**src/rtl/alu8_pkg.sv**
```systemverilog
`timescale 1ns/1ps
// Shared definitions for the ALU: status bit positions, operation codes,
// logic-unit functions and the per-operation flag update masks.
// Assumes an 8-bit status register; bits 7:6 are not owned by the ALU.
package alu8_pkg;

    localparam int SRW    = 8;
    localparam int OPW    = 5;
    localparam int FLAG_C = 0;
    localparam int FLAG_Z = 1;
    localparam int FLAG_N = 2;
    localparam int FLAG_V = 3;
    localparam int FLAG_S = 4;
    localparam int FLAG_H = 5;

    localparam logic [OPW-1:0] OP_ADD  = 5'd0;
    localparam logic [OPW-1:0] OP_ADC  = 5'd1;
    localparam logic [OPW-1:0] OP_SUB  = 5'd2;
    localparam logic [OPW-1:0] OP_SUBI = 5'd3;
    localparam logic [OPW-1:0] OP_SBC  = 5'd4;
    localparam logic [OPW-1:0] OP_SBCI = 5'd5;
    localparam logic [OPW-1:0] OP_AND  = 5'd6;
    localparam logic [OPW-1:0] OP_ANDI = 5'd7;
    localparam logic [OPW-1:0] OP_OR   = 5'd8;
    localparam logic [OPW-1:0] OP_ORI  = 5'd9;
    localparam logic [OPW-1:0] OP_EOR  = 5'd10;
    localparam logic [OPW-1:0] OP_COM  = 5'd11;
    localparam logic [OPW-1:0] OP_NEG  = 5'd12;
    localparam logic [OPW-1:0] OP_SBR  = 5'd13;
    localparam logic [OPW-1:0] OP_CBR  = 5'd14;
    localparam logic [OPW-1:0] OP_INC  = 5'd15;
    localparam logic [OPW-1:0] OP_DEC  = 5'd16;
    localparam logic [OPW-1:0] OP_TST  = 5'd17;
    localparam logic [OPW-1:0] OP_ADIW = 5'd18;
    localparam logic [OPW-1:0] OP_SBIW = 5'd19;

    // Update masks: a 1 means the operation may write that status bit.
    localparam logic [SRW-1:0] M_ARITH  = 8'b0010_1111;  // H V N Z C
    localparam logic [SRW-1:0] M_ZNV    = 8'b0000_1110;  // V N Z
    localparam logic [SRW-1:0] M_VNZC   = 8'b0000_1111;  // V N Z C
    localparam logic [SRW-1:0] M_NONE   = 8'b0000_0000;

    typedef enum logic [2:0] {
        LG_AND,
        LG_OR,
        LG_XOR,
        LG_NOT,
        LG_CLR
    } logic_fn_e;

    typedef enum logic [1:0] {
        SEL_NONE,
        SEL_ARITH,
        SEL_LOGIC,
        SEL_WORD
    } unit_sel_e;

endpackage

```
**src/rtl/alu8_addsub.sv**
```systemverilog
`timescale 1ns/1ps
// Width-parameterised adder/subtractor with carry-in.
// Produces the result, the carry (or borrow when sub=1) out of the top bit,
// the carry/borrow out of the lower half, and the two's-complement overflow.
// Assumes W is even; subtraction is a - b - cin.
module alu8_addsub #(
    parameter int W = 8
) (
    input  logic [W-1:0] a,
    input  logic [W-1:0] b,
    input  logic         cin,
    input  logic         sub,
    output logic [W-1:0] r,
    output logic         c_out,
    output logic         h_out,
    output logic         v_out
);
    localparam int HW = W / 2;

    logic [W-1:0] b_eff;
    logic         cin_eff;
    logic [W:0]   sum;
    logic [HW:0]  nib;

    // Fold subtraction into addition of the inverted operand.
    always_comb begin : fold_sub
        b_eff   = sub ? ~b : b;
        cin_eff = sub ? ~cin : cin;
    end

    // Full-width and lower-half sums; borrow is the inverted carry.
    always_comb begin : sums
        sum   = {1'b0, a} + {1'b0, b_eff} + {{W{1'b0}}, cin_eff};
        nib   = {1'b0, a[HW-1:0]} + {1'b0, b_eff[HW-1:0]} + {{HW{1'b0}}, cin_eff};
        r     = sum[W-1:0];
        c_out = sub ? ~sum[W] : sum[W];
        h_out = sub ? ~nib[HW] : nib[HW];
        v_out = (a[W-1] == b_eff[W-1]) && (sum[W-1] != a[W-1]);
    end

endmodule

```
**src/rtl/alu8_logic.sv**
```systemverilog
`timescale 1ns/1ps
// Bitwise logic unit: AND, OR, XOR, NOT of a, and AND with inverted b.
// Purely combinational; flags are formed by the caller.
module alu8_logic
    import alu8_pkg::*;
#(
    parameter int W = 8
) (
    input  logic_fn_e    fn,
    input  logic [W-1:0] a,
    input  logic [W-1:0] b,
    output logic [W-1:0] r
);
    // Select the bitwise function.
    always_comb begin : logic_sel
        case (fn)
            LG_AND:  r = a & b;
            LG_OR:   r = a | b;
            LG_XOR:  r = a ^ b;
            LG_NOT:  r = ~a;
            LG_CLR:  r = a & ~b;
            default: r = a;
        endcase
    end

endmodule

```
**src/rtl/alu8_word.sv**
```systemverilog
`timescale 1ns/1ps
// Register-pair add/subtract of a small zero-extended immediate.
// Gives the WW-bit result, the carry/borrow out of the top bit and the
// overflow. Assumes KW < WW.
module alu8_word #(
    parameter int WW = 16,
    parameter int KW = 6
) (
    input  logic [WW-1:0] pair,
    input  logic [KW-1:0] k,
    input  logic          sub,
    output logic [WW-1:0] r,
    output logic          c_out,
    output logic          v_out
);
    logic [WW-1:0] kz;
    logic [WW:0]   full;

    // Extended add or subtract; the top bit is the carry or borrow.
    always_comb begin : pair_math
        kz    = {{(WW-KW){1'b0}}, k};
        full  = sub ? ({1'b0, pair} - {1'b0, kz}) : ({1'b0, pair} + {1'b0, kz});
        r     = full[WW-1:0];
        c_out = full[WW];
        v_out = sub ? (pair[WW-1] & ~full[WW-1]) : (~pair[WW-1] & full[WW-1]);
    end

endmodule

```
**src/rtl/alu8_flagmerge.sv**
```systemverilog
`timescale 1ns/1ps
// Merges candidate flags into the current status under an update mask,
// then recomputes the sign bit from the merged N and V.
module alu8_flagmerge
    import alu8_pkg::*;
(
    input  logic [SRW-1:0] cur,
    input  logic [SRW-1:0] cand,
    input  logic [SRW-1:0] mask,
    output logic [SRW-1:0] nxt
);
    logic [SRW-1:0] merged;

    // Keep unmasked bits, take masked bits from the candidate, derive S.
    always_comb begin : merge
        merged         = (cur & ~mask) | (cand & mask);
        nxt            = merged;
        nxt[FLAG_S]    = merged[FLAG_N] ^ merged[FLAG_V];
    end

endmodule

```
**src/rtl/alu8_flags.sv**
```systemverilog
`timescale 1ns/1ps
// ALU top: decodes the operation code, steers operands to the add/sub,
// logic and word units, selects the result, and forms the next status
// value under the operation's flag mask. The status register loads the
// next value on clock edges where op_valid is high.
// Assumes operands are stable for the cycle in which op_valid is high.
module alu8_flags
    import alu8_pkg::*;
#(
    parameter int DW = 8,
    parameter int WW = 16,
    parameter int KW = 6
) (
    input  logic           clk,
    input  logic           rst_n,
    input  logic           op_valid,
    input  logic [OPW-1:0] op_code,
    input  logic [DW-1:0]  rd_val,
    input  logic [DW-1:0]  rr_val,
    input  logic [WW-1:0]  pair_val,
    input  logic [KW-1:0]  word_k,
    output logic [DW-1:0]  result8,
    output logic [WW-1:0]  result16,
    output logic [SRW-1:0] sreg_next,
    output logic [SRW-1:0] sreg
);
    logic [SRW-1:0] sreg_q;
    logic [SRW-1:0] upd_mask;
    logic [SRW-1:0] cand;
    unit_sel_e      sel;
    logic_fn_e      lfn;
    logic [DW-1:0]  add_a, add_b, add_r, log_b, log_r;
    logic           add_cin, add_sub, add_c, add_h, add_v;
    logic           com_op, word_sub, word_c, word_v;
    logic [WW-1:0]  word_r;
    logic [DW-1:0]  res8;

    // Steer operands to the units and pick the flag mask for the code.
    always_comb begin : decode_ops
        add_a    = rd_val;
        add_b    = rr_val;
        add_cin  = 1'b0;
        add_sub  = 1'b0;
        log_b    = rr_val;
        lfn      = LG_AND;
        com_op   = 1'b0;
        word_sub = 1'b0;
        sel      = SEL_NONE;
        upd_mask = M_NONE;
        case (op_code)
            OP_ADD: begin
                sel = SEL_ARITH; upd_mask = M_ARITH;
            end
            OP_ADC: begin
                sel = SEL_ARITH; upd_mask = M_ARITH; add_cin = sreg_q[FLAG_C];
            end
            OP_SUB, OP_SUBI: begin
                sel = SEL_ARITH; upd_mask = M_ARITH; add_sub = 1'b1;
            end
            OP_SBC, OP_SBCI: begin
                sel = SEL_ARITH; upd_mask = M_ARITH; add_sub = 1'b1;
                add_cin = sreg_q[FLAG_C];
            end
            OP_NEG: begin
                sel = SEL_ARITH; upd_mask = M_ARITH; add_sub = 1'b1;
                add_a = '0; add_b = rd_val;
            end
            OP_INC: begin
                sel = SEL_ARITH; upd_mask = M_ZNV; add_b = DW'(1);
            end
            OP_DEC: begin
                sel = SEL_ARITH; upd_mask = M_ZNV; add_b = DW'(1); add_sub = 1'b1;
            end
            OP_AND, OP_ANDI: begin
                sel = SEL_LOGIC; upd_mask = M_ZNV; lfn = LG_AND;
            end
            OP_OR, OP_ORI, OP_SBR: begin
                sel = SEL_LOGIC; upd_mask = M_ZNV; lfn = LG_OR;
            end
            OP_EOR: begin
                sel = SEL_LOGIC; upd_mask = M_ZNV; lfn = LG_XOR;
            end
            OP_CBR: begin
                sel = SEL_LOGIC; upd_mask = M_ZNV; lfn = LG_CLR;
            end
            OP_TST: begin
                sel = SEL_LOGIC; upd_mask = M_ZNV; lfn = LG_AND; log_b = rd_val;
            end
            OP_COM: begin
                sel = SEL_LOGIC; upd_mask = M_VNZC; lfn = LG_NOT; com_op = 1'b1;
            end
            OP_ADIW: begin
                sel = SEL_WORD; upd_mask = M_VNZC;
            end
            OP_SBIW: begin
                sel = SEL_WORD; upd_mask = M_VNZC; word_sub = 1'b1;
            end
            default: begin
                sel = SEL_NONE; upd_mask = M_NONE;
            end
        endcase
    end

    alu8_addsub #(.W(DW)) addsub_i (
        .a(add_a), .b(add_b), .cin(add_cin), .sub(add_sub),
        .r(add_r), .c_out(add_c), .h_out(add_h), .v_out(add_v)
    );

    alu8_logic #(.W(DW)) logic_i (
        .fn(lfn), .a(rd_val), .b(log_b), .r(log_r)
    );

    alu8_word #(.WW(WW), .KW(KW)) word_i (
        .pair(pair_val), .k(word_k), .sub(word_sub),
        .r(word_r), .c_out(word_c), .v_out(word_v)
    );

    // Select the result and build the candidate flags from the active unit.
    always_comb begin : result_sel
        cand = '0;
        case (sel)
            SEL_ARITH: begin
                res8         = add_r;
                cand[FLAG_C] = add_c;
                cand[FLAG_H] = add_h;
                cand[FLAG_V] = add_v;
                cand[FLAG_N] = add_r[DW-1];
                cand[FLAG_Z] = (add_r == '0);
            end
            SEL_LOGIC: begin
                res8         = log_r;
                cand[FLAG_C] = com_op;
                cand[FLAG_N] = log_r[DW-1];
                cand[FLAG_Z] = (log_r == '0);
            end
            SEL_WORD: begin
                res8         = word_r[DW-1:0];
                cand[FLAG_C] = word_c;
                cand[FLAG_V] = word_v;
                cand[FLAG_N] = word_r[WW-1];
                cand[FLAG_Z] = (word_r == '0);
            end
            default: res8 = rd_val;
        endcase
        result16 = (sel == SEL_WORD) ? word_r : {{(WW-DW){1'b0}}, res8};
    end

    assign result8 = res8;

    alu8_flagmerge merge_i (
        .cur(sreg_q), .cand(cand), .mask(upd_mask), .nxt(sreg_next)
    );

    // Status register: cleared by reset, loaded on valid operations.
    always_ff @(posedge clk) begin : status_reg
        if (!rst_n)        sreg_q <= '0;
        else if (op_valid) sreg_q <= sreg_next;
    end

    assign sreg = sreg_q;

    AST_HIGH_BITS_ZERO: assert property (@(posedge clk) disable iff (!rst_n) sreg_q[7:6] == 2'b00);
    AST_SIGN_RULE: assert property (@(posedge clk) disable iff (!rst_n) sreg_q[FLAG_S] == (sreg_q[FLAG_N] ^ sreg_q[FLAG_V]));
    AST_LOGIC_KEEPS_CARRY: assert property (@(posedge clk) disable iff (!rst_n) (op_valid && sel == SEL_LOGIC && !com_op) |=> (sreg_q[FLAG_C] == $past(sreg_q[FLAG_C]) && !sreg_q[FLAG_V]));
    AST_COM_FORCE: assert property (@(posedge clk) disable iff (!rst_n) (op_valid && op_code == OP_COM) |=> (sreg_q[FLAG_C] && !sreg_q[FLAG_V]));
    AST_INCDEC_KEEPS_CARRY: assert property (@(posedge clk) disable iff (!rst_n) (op_valid && (op_code == OP_INC || op_code == OP_DEC)) |=> (sreg_q[FLAG_C] == $past(sreg_q[FLAG_C]) && sreg_q[FLAG_H] == $past(sreg_q[FLAG_H])));
    AST_WORD_KEEPS_HALF: assert property (@(posedge clk) disable iff (!rst_n) (op_valid && sel == SEL_WORD) |=> (sreg_q[FLAG_H] == $past(sreg_q[FLAG_H])));
    AST_IDLE_HOLD: assert property (@(posedge clk) disable iff (!rst_n) !op_valid |=> $stable(sreg_q));

endmodule

```
**config.mk**
```make
export PLATFORM = sky130hd
export DESIGN_NAME = alu8_flags
export DESIGN_NICKNAME = d
export VERILOG_FILES = /design/src/rtl/alu8_pkg.sv /design/src/rtl/alu8_addsub.sv /design/src/rtl/alu8_logic.sv /design/src/rtl/alu8_word.sv /design/src/rtl/alu8_flagmerge.sv /design/src/rtl/alu8_flags.sv
export SDC_FILE = /design/constraint.sdc
export NUM_CORES = 1
export LEC_CHECK = 0
export CAP_MARGIN = 10
export CORE_MARGIN = 5
export CORE_UTILIZATION = 40
export CTS_BUF_LIST = sky130_fd_sc_hd__clkbuf_16
export DETAILED_ROUTE_END_ITERATION = 8
export HOLD_SLACK_MARGIN = 0.12
export PLACE_DENSITY_LB_ADDON = 0.08
export REMOVE_ABC_BUFFERS = 1
export SYNTH_ARGS = -nofsm -noshare
export SYNTH_HDL_FRONTEND = slang
export SYNTH_SLANG_ARGS = --single-unit
```
**constraint.sdc**
```tcl
create_clock -name clk -period 12.3 [get_ports clk]
set_input_delay 2.46 -clock clk [delete_from_list [all_inputs] [get_ports clk]]
set_output_delay 2.46 -clock clk [all_outputs]
set_load 0.1 [all_outputs]
```
# Yosys cells after proc, flatten, opt, wreduce, memory -nomap -nowiden
# Index checks and enable logic that the tools add are counted.
[totals]
out_inout_bits = 40
input_bits = 46
ff_bits = 8
word_cells = 92
[classes]
n_eq_ne = 28
addsub = 6
bitwise = 19
reduce_logical = 16
mux = 22
[ops]
columns = ["op", "count"]
rows = [
  ["== test 5 x 4 -> 1 bit (second input constant)", 8],
  ["one-hot mux 8 bit (5 select lines)", 1],
  ["bitwise AND 8 bit", 3],
  ["two-way mux 8 bit", 3],
  ["inverter 8 bit", 3],
  ["one-hot mux 8 bit (3 select lines)", 1],
  ["== test 5 x 3 -> 1 bit (second input constant)", 4],
  ["== test 5 bit (second input constant)", 4],
  ["one-hot mux 6 bit (3 select lines)", 1],
  ["OR reduction 9 bit", 2],
  ["adder 16 x 6 -> 17 bit", 1],
  ["two-way mux 17 bit", 1],
  ["subtractor 16 x 6 -> 17 bit", 1],
  ["logical NOT 16 bit", 1],
  ["logical NOT 8 bit", 2],
  ["two-way mux 16 bit", 1],
  ["bitwise OR 8 bit", 2],
  ["one-hot mux 8 bit (2 select lines)", 1],
  ["one-hot mux 3 bit (4 select lines)", 1],
  ["== test 5 x 2 -> 1 bit (second input constant)", 2],
  ["OR reduction 10 bit", 1],
  ["adder 8 x 8 -> 9 bit", 1],
  ["adder 9 x 1 -> 9 bit", 1],
  ["two-way mux 1 bit", 9],
  ["other kinds (26)", 36],
]

# Logic depth before layout (Yosys ltp)
# Gate-level depths: netlist (run 1).
[depth]
word_depth = 13
depth_mapped = 18
mapped_depth_nobuf = 16

# By module
# From an unflattened synthesis (run 1), not the netlist that was laid out.
[unflattened]
hier_cells = 489
hier_area_um2 = 3672.3
[by_module_without_submodules]
columns = ["module", "area_per_inst_um2", "instances", "cells_each", "seq_area_each_um2"]
rows = [
  ["alu8_flags", 1520.2, 1, 206, 160.2],
  ["alu8_word", 973.4, 1, 132, 0.0],
  ["alu8_logic", 659.4, 1, 93, 0.0],
  ["alu8_addsub", 424.2, 1, 50, 0.0],
  ["alu8_flagmerge", 95.1, 1, 8, 0.0],
]

# Worst setup path after synthesis (run 1)
# Ideal clock, no wire load.
[synth_path]
kind = "input -> output"
start = "input port op_code[0]"
end = "output port sreg_next[4]"
cell_stages = 17
arrival_ps = 7229
path_buffers = 4
required_ps = 9840
path_slack_ps = 2611
cell_sequence = "buf_4 -> buf_2 -> buf_2 -> buf_2 -> xnor2_1 -> a32oi_1 -> a22oi_1 -> xnor2_1 -> ha_1 -> a211oi_1 -> nor2_1 -> mux2i_1 -> nand3_1 -> nand3_1 -> o21ai_2 -> and2_1 -> xnor2_1"
[synth_between]
elab_cells_between_ends = 74
cone_classes = "2 x add/sub; 28 x eq/ne; 16 x mux; 15 x bitwise; 13 x reduce/logical"
[synth_lines]
columns = ["item", "line", "text"]
rows = [
  ["start, declared", "alu8_flags.sv:17", "input logic [OPW-1:0] op_code,"],
  ["== test 5 bit / == test 5 x 4 -> 1 bit (equally long branches)", "alu8_flags.sv:50", "case (op_code)"],
  ["OR reduction 2 bit (no source line)", "--", ""],
  ["one-hot mux 8 bit (2 select lines)", "alu8_flags.sv:50", ""],
  ["inverter 8 bit", "alu8_addsub.sv:27", "b_eff = sub ? ~b : b;"],
  ["two-way mux 8 bit", "alu8_addsub.sv:27", ""],
  ["adder 8 x 8 -> 9 bit", "alu8_addsub.sv:33", "sum = {1'b0, a} + {1'b0, b_eff} + {{W{1'b0}}, cin_eff};"],
  ["adder 9 x 1 -> 9 bit", "alu8_addsub.sv:33", ""],
  ["one-hot mux 3 bit (3 select lines)", "alu8_flags.sv:121", "case (sel)"],
  ["bitwise AND 6 bit", "alu8_flagmerge.sv:16", "merged = (cur & ~mask) | (cand & mask);"],
  ["bitwise OR 8 bit *", "alu8_flagmerge.sv:16", ""],
  ["net sreg_next[2]", "alu8_flags.sv:24", "output logic [SRW-1:0] sreg_next,"],
  ["XOR 1 bit *", "alu8_flagmerge.sv:18", "nxt[FLAG_S] = merged[FLAG_N] ^ merged[FLAG_V];"],
  ["end, declared", "alu8_flags.sv:24", ""],
]
# Mark *: on every way through the listed nets, which the timed path passes. The rest lies on a longest branch.

# Worst setup path in the final report (run 1)
[layout_path]
start = "input port op_code[3]"
end = "output port sreg_next[4]"
[layout_between]
elab_chain_len = 13
elab_cells_between_ends = 74
cone_classes = "2 x add/sub; 28 x eq/ne; 16 x mux; 15 x bitwise; 13 x reduce/logical"
[layout_rtl]
columns = ["item", "line", "text"]
rows = [
  ["== test 5 bit / == test 5 x 4 -> 1 bit (equally long branches)", "alu8_flags.sv:50", ""],
  ["OR reduction 2 bit (no source line)", "--", ""],
  ["one-hot mux 8 bit (2 select lines)", "alu8_flags.sv:50", ""],
  ["inverter 8 bit", "alu8_addsub.sv:27", ""],
  ["two-way mux 8 bit", "alu8_addsub.sv:27", ""],
  ["adder 8 x 8 -> 9 bit", "alu8_addsub.sv:33", ""],
  ["adder 9 x 1 -> 9 bit", "alu8_addsub.sv:33", ""],
  ["!= test 1 bit", "alu8_addsub.sv:38", "v_out = (a[W-1] == b_eff[W-1]) && (sum[W-1] != a[W-1]);"],
  ["logical AND 1 bit", "alu8_addsub.sv:38", ""],
  ["one-hot mux 1 bit (2 select lines)", "alu8_flags.sv:121", ""],
  ["bitwise AND 6 bit", "alu8_flagmerge.sv:16", ""],
  ["bitwise OR 8 bit *", "alu8_flagmerge.sv:16", ""],
  ["XOR 1 bit *", "alu8_flagmerge.sv:18", ""],
]
# Every way passes the cells marked *; elsewhere a longest branch is shown, timed or not.

==> results.md, run 1 <==
* Tightest Pin Transition at 1010 ps
* Ys flop type: dfxtp_1
* Min-Delay Startpoint: sreg[3]$_SDFFE_PN0P_
* Layout cells sized above 1 at 0.0676
* Pre-Repair DR Iteration Count at 5
* Starting Density at 0.409
* Setup_tns at 0 ps
* Vias per inst at 6.16
* Result of the run: finished clean
* Critical Path Source Type: input port
* Max reg flops at 6
* Placed inst area at 4360 um2
* Cell repeated most along the worst path: a31oi_1
* Max Cap Violations at 0
* Largest incremental delay on the critical path at 1150 ps
* CP Capture Type: output pin
* DR vias at 4218
* Reg2Reg Launch Point: sreg[0]$_SDFFE_PN0P_
* Endpoint with the worst hold slack: sreg[3]$_SDFFE_PN0P_
* Most frequent cells in the layout: 75 x clkdlybuf4s50_1, 65 x nor2_1, 49 x a21oi_1, 33 x ha_1, 31 x nand2_1
* Crit Path Max Fanout at 19
* Final period utilization at 0.834
* Nets at 661
* Post-Route WL at 12400 um
* Antenna Cells at 0
* Netlist Area Pre-Place at 3550 um2
* GPL Wtd Cong at 0.963
* P_leak at 1.75 nW
* Fmax at 97.5 MHz
* Peak VDD IR at 0.0771 mV
* Final worst setup slack at 2040 ps
* Global route overflow at 0
* Min cycle time layout at 10260 ps
* Register bit total from synthesis at 6
* Syn_area_per_cell at 6.83 um2
* Pin count of the biggest net entering global routing at 27
* I/O Buffers at 81
* Worst slew margin at 0.324
* Critical setup path kind: input port to output pin
* Routed WL per cell at 18.1 um
* Chip width at 104 um
* Overall die height at 104 um
* Core area at 8680 um2
* # DRC at 0
* Max Slew Vio Count at 0
* Clk sinks at 6
* Hold path depth at 2
* GRT Total Usage at 0.218
* Clock Skew at 0.251 ps
* Required @ worst endpoint at 9840 ps
* Synth async-reset ratio at 0
* DRT iter0 DRCs at 265
* Die area at 10900 um2
* CTS resizes at 0
* DP Wirelength at 9860 um
* Setup bufs post-CTS at 0
* CTS tree: built
* Overall power at 0.000450 W
* Most common cell after layout, fill and taps aside: clkdlybuf4s50_1
* Yosys warnings at 0
* H-tree depth at 1
* First-pass GRT wire length at 20300 um
* Worst reg2reg setup slack at 8710 ps
* CTS Buffer Depth at 2
* Worst slack at placement at 2120 ps
* Num CTS Buffers at 3
* Worst skew pair latency at 230 ps
* Final setup fails at 0
* Worst-case reg-to-reg path depth at 13
* PD cells at 101 nW/um2
* Synthesized instance count at 519
* Hold Path Class: flip-flop to flip-flop
* Ports at 86
* CTS root buf: clkbuf_16
* Hold_buf cts at 0
* Layout overhead on the synthesized area at 25.1%
* Yosys cell types at 70
* Critical path, cell by cell: clkdlybuf4s50_1 > inv_2 > nor4_2 > buf_4 > mux2i_1 > o21ai_0 > o311ai_0 > a31oi_1 > fa_1 > a21o_1 > nand4_1 > a31oi_1 > or4_1 > a31oi_1 > a211oi_2 > xnor2_1 > clkdlybuf4s50_1
* EDFF count, synth at 0
* RSZ-0062 raised after global routing: no
* CP max stage cell: clkdlybuf4s50_1
* Final hold viol count at 0
* Final instance area at 4440 um2
* CTS clock-pin slew for the worst setup and hold paths at 30 ps
* Final ANT Viol Nets at 0
* Number of global-route vias before repair at 3996
* WP data arrival at 7800 ps
* Worst r2r dst: sreg[1]$_SDFFE_PN0P_
* Seq/Total Area, Yosys at 0.0339
* Antenna violations before repair at 0
* Rows at 34
==> critical path, delay by kind of cell <==
kind            cells  cell delay, ps
compound gates      7            1010
xor+xnor            1             150
fa+ha+maj           1             470
buf+inv             4            2520
mux                 1             330
simple gates        3             840
==> synth_stat cells (4+ instances only) <==
cell type / n / area [um2]
o21ai_0: 23 / 115
a32oi_1: 6 / 52.6
nand2b_1: 15 / 93.8
o211ai_1: 5 / 37.5
a211oi_1: 10 / 75.1
or4_1: 4 / 30.0
o22a_1: 5 / 43.8
clkbuf_1: 12 / 45.0
o21a_1: 13 / 97.6
nor2b_1: 12 / 75.1
xor2_1: 18 / 158
ha_1: 33 / 413
nor4bb_1: 9 / 90.1
nand2_1: 31 / 116
buf_2: 14 / 70.1
buf_4: 7 / 52.6
nand3_1: 10 / 50.1
xnor2_1: 13 / 114
a31oi_1: 12 / 75.1
nor3_1: 12 / 60.1
nand4_1: 8 / 50.1
mux2i_1: 8 / 80.1
o311ai_0: 4 / 35.0
o31ai_1: 6 / 45.0
o311ai_1: 7 / 61.3
o2bb2ai_1: 5 / 43.8
inv_1: 20 / 75.1
nor2_1: 65 / 244
a21bo_2: 8 / 80.1
a21oi_1: 49 / 245
a22oi_1: 5 / 37.5
dfxtp_1: 6 / 120
or3_1: 4 / 25.0
==> report_power, final <==
group	internal, W	switching, W
registers	0.0000214	0.00000149
logic	0.000111	0.000263
clock network	0.0000418	0.0000114
total	0.000174	0.000276
==> metal layers <==
| metal | GRT usage | wire length [um] | vias up |
|---|---|---|---|
| met1 | 0.286 | 5460 | 1976 |
| met4 | 0.0574 | 216 | 0 |
| li1 | - | - | 2068 |
| met2 | 0.378 | 6080 | 157 |
| met3 | 0.0242 | 646 | 17 |
| met5 | 0 | 0 | - |
==> cells by family after synthesis <==
family / count (synthesis) / share of synthesized area
AOI/OAI and AO/OA: 184 / 0.363
xor gates and xnor gates: 31 / 0.0765
adders and majority gates: 36 / 0.133
buffers and inverters: 57 / 0.0730
DFF: 6 / 0.0339
muxes: 10 / 0.0289
other: 1 / 0.00106
and+or+nand+nor: 194 / 0.290
==> worst max path at each step <==
stage | slack, ps | end | startpoint
2_1_floorplan | 2370 | sreg_next[4] | op_code[1]
3_3_place_gp | 2230 | sreg_next[4] | op_code[3]
3_5_place_dp | 2120 | sreg_next[4] | op_code[3]
4_1_cts | 2080 | sreg_next[4] | op_code[3]
5_1_grt | 1670 | sreg_next[4] | op_code[3]
6_report | 2040 | sreg_next[4] | op_code[3]
==> area by class of cell <==
cell class	instances	area [um2]
timing repair buffer	88	848
inverter	21	78.8
multi-input combinational	459	3180
fill	904	4240
clock buffer	3	75.1
sequential	6	120
tap	108	135
==> through the flow <==
stage,hold WS [ps],utilization,instances
after floorplan,924,-,486
after global placement,483,0.503,682
after detailed placement,489,0.503,682
after CTS,495,0.511,685
after global routing,517,0.511,685
final,501,0.511,685
(Power assumes the default switching activity.)
==> run 2: changes to the inputs <==
- clock period: 12.3 -> 9.7 ns (I/O delays scaled with it)
==> run 2 against run 1 <==
Compared with the run above:
- clock skew is 0.63 ps higher
- global-route usage down 0.26 points
- critical path depth rose by 2
- sequential cell count did not move
- power is 31% higher
- hold slack gained 1.0 ps
- die area unchanged
- critical path type unchanged
- critical endpoint is now sreg_next[1]
- highest routed layer unchanged
==> results.md, run 2 (synthesis gave the netlist of run 1 again) <==
* Result of the run: finished clean
* Tightest Pin Transition at 1150 ps
* Required @ worst endpoint at 7760 ps
* FILL cells at 908
* Num CTS Buffers at 3
* Antenna violations before repair at 0
* Final instance area at 4490 um2
* Reg2Reg Launch Point: sreg[0]$_SDFFE_PN0P_
* Final period utilization at 0.880
* Final ANT Viol Nets at 0
* Setup_tns at 0 ps
* Overall die height at 104 um
* Worst skew pair latency at 230 ps
* Layout cells sized above 1 at 0.109
* Hold_buf cts at 0
* Clk sinks at 6
* CTS Buffer Depth at 2
* Die area at 10900 um2
* Routed WL per cell at 18.2 um
* Vias per inst at 6.20
* Layout overhead on the synthesized area at 26.6%
* RSZ-0062 raised after global routing: no
* Most frequent cells in the layout: 65 x nor2_1, 51 x clkdlybuf4s50_1, 49 x a21oi_1, 33 x ha_1, 31 x nand2_1
* Critical setup path kind: input port to output pin
* I/O Buffers at 81
* WHS at 502 ps
* WP data arrival at 6590 ps
* DP Wirelength at 9760 um
* Min-Delay Startpoint: sreg[3]$_SDFFE_PN0P_
* Post-Route WL at 12500 um
* CTS root buf: clkbuf_16
* Peak VDD IR at 0.0702 mV
* GRT Total Usage at 0.215
* Final hold viol count at 0
* Chip width at 104 um
* Ports at 86
* Max Slew Vio Count at 0
* CTS tree: built
* Fmax at 117 MHz
* P_leak at 1.82 nW
* CP Capture Type: output pin
* H-tree depth at 1
* Clock Skew at 0.884 ps
* Min cycle time layout at 8530 ps
* Core area at 8680 um2
* Pre-Repair DR Iteration Count at 5
* Number of global-route vias before repair at 3974
* CTS clock-pin slew for the worst setup and hold paths at 30 ps
* CTS resizes at 0
* Most common cell after layout, fill and taps aside: nor2_1
* Max reg flops at 6
* Critical Path Source: op_code[3]
* Worst slew margin at 0.234
* DRT iter0 DRCs at 289
* Setup bufs post-CTS at 0
* Hold Path Class: flip-flop to flip-flop
* Crit Path Max Fanout at 16
* Pin count of the biggest net entering global routing at 42
* Rows at 34
* # DRC at 0
* Global route overflow at 0
* GPL Wtd Cong at 0.949
* PD cells at 131 nW/um2
* Starting Density at 0.409
* Placed inst area at 4410 um2
* Final setup fails at 0
* Antenna Cells at 0
* Overall power at 0.000590 W
* DR vias at 4248
* Critical Path Source Type: input port
* First-pass GRT wire length at 20300 um
* Max Cap Violations at 0
* Nets at 661
==> run 2: cell types whose count changed in the layout (fill, tap and decap cells not counted), sizes merged <==
cell	before	now
buf	13	37
clkdlybuf4s50	75	51
==> run 2: per-stage QoR <==
step / utilization / worst slack [ps] / std cells
floorplan: - / 813 / 486
global placement: 0.509 / 1420 / 682
detailed placement: 0.509 / 1310 / 682
CTS: 0.517 / 1300 / 685
global route: 0.517 / 863 / 685
finish: 0.517 / 1170 / 685
==> run 2: worst paths after layout <==
path,endpoint,slack [ps],depth (start not counted)
worst min register to register,sreg[3]$_SDFFE_PN0P_,500,2
worst max register to register,sreg[1]$_SDFFE_PN0P_,6160,13
worst min-delay path,sreg[3]$_SDFFE_PN0P_,500,2
worst max-delay path,sreg_next[1],1170,19
==> run 2: layer usage <==
| layer | GRT usage | part of all wire | up-vias |
|---|---|---|---|
| met2 | 0.362 | 0.48 | 162 |
| li1 | - | - | 2067 |
| met1 | 0.291 | 0.45 | 1997 |
| met3 | 0.0242 | 0.055 | 22 |
| met5 | 0 | 0 | - |
| met4 | 0.0564 | 0.022 | 0 |
==> run 2: power breakdown <==
group	internal [W]	switching, W	total (W)
sequential	0.0000272	0.00000202	0.0000292
combinational	0.000154	0.000339	0.000494
clock	0.0000529	0.0000139	0.0000668
==> run 2: cell type report <==
class	count	area, um2	area share
Multi-Input combinational cell	459	3180	0.708
Sequential cell	6	120	0.0268
Inverter	21	78.8	0.0176
Clock buffer	3	75.1	0.0167
Tap cell	108	135	0.0301
Timing Repair Buffer	88	901	0.201
==> run 2: worst max-delay path: stages <==
cell,delay (ps)
clkdlybuf4s50_1,500
inv_2,100
nor4_2,220
buf_4,260
mux2i_1,350
o21ai_0,180
o311ai_0,140
a31oi_1,110
fa_1,470
fa_1,430
a211oi_1,300
nor3b_1,110
o31ai_1,260
o311ai_0,240
a31oi_1,180
o22ai_1,120
a41oi_1,360
nor2_1,130
buf_12,180
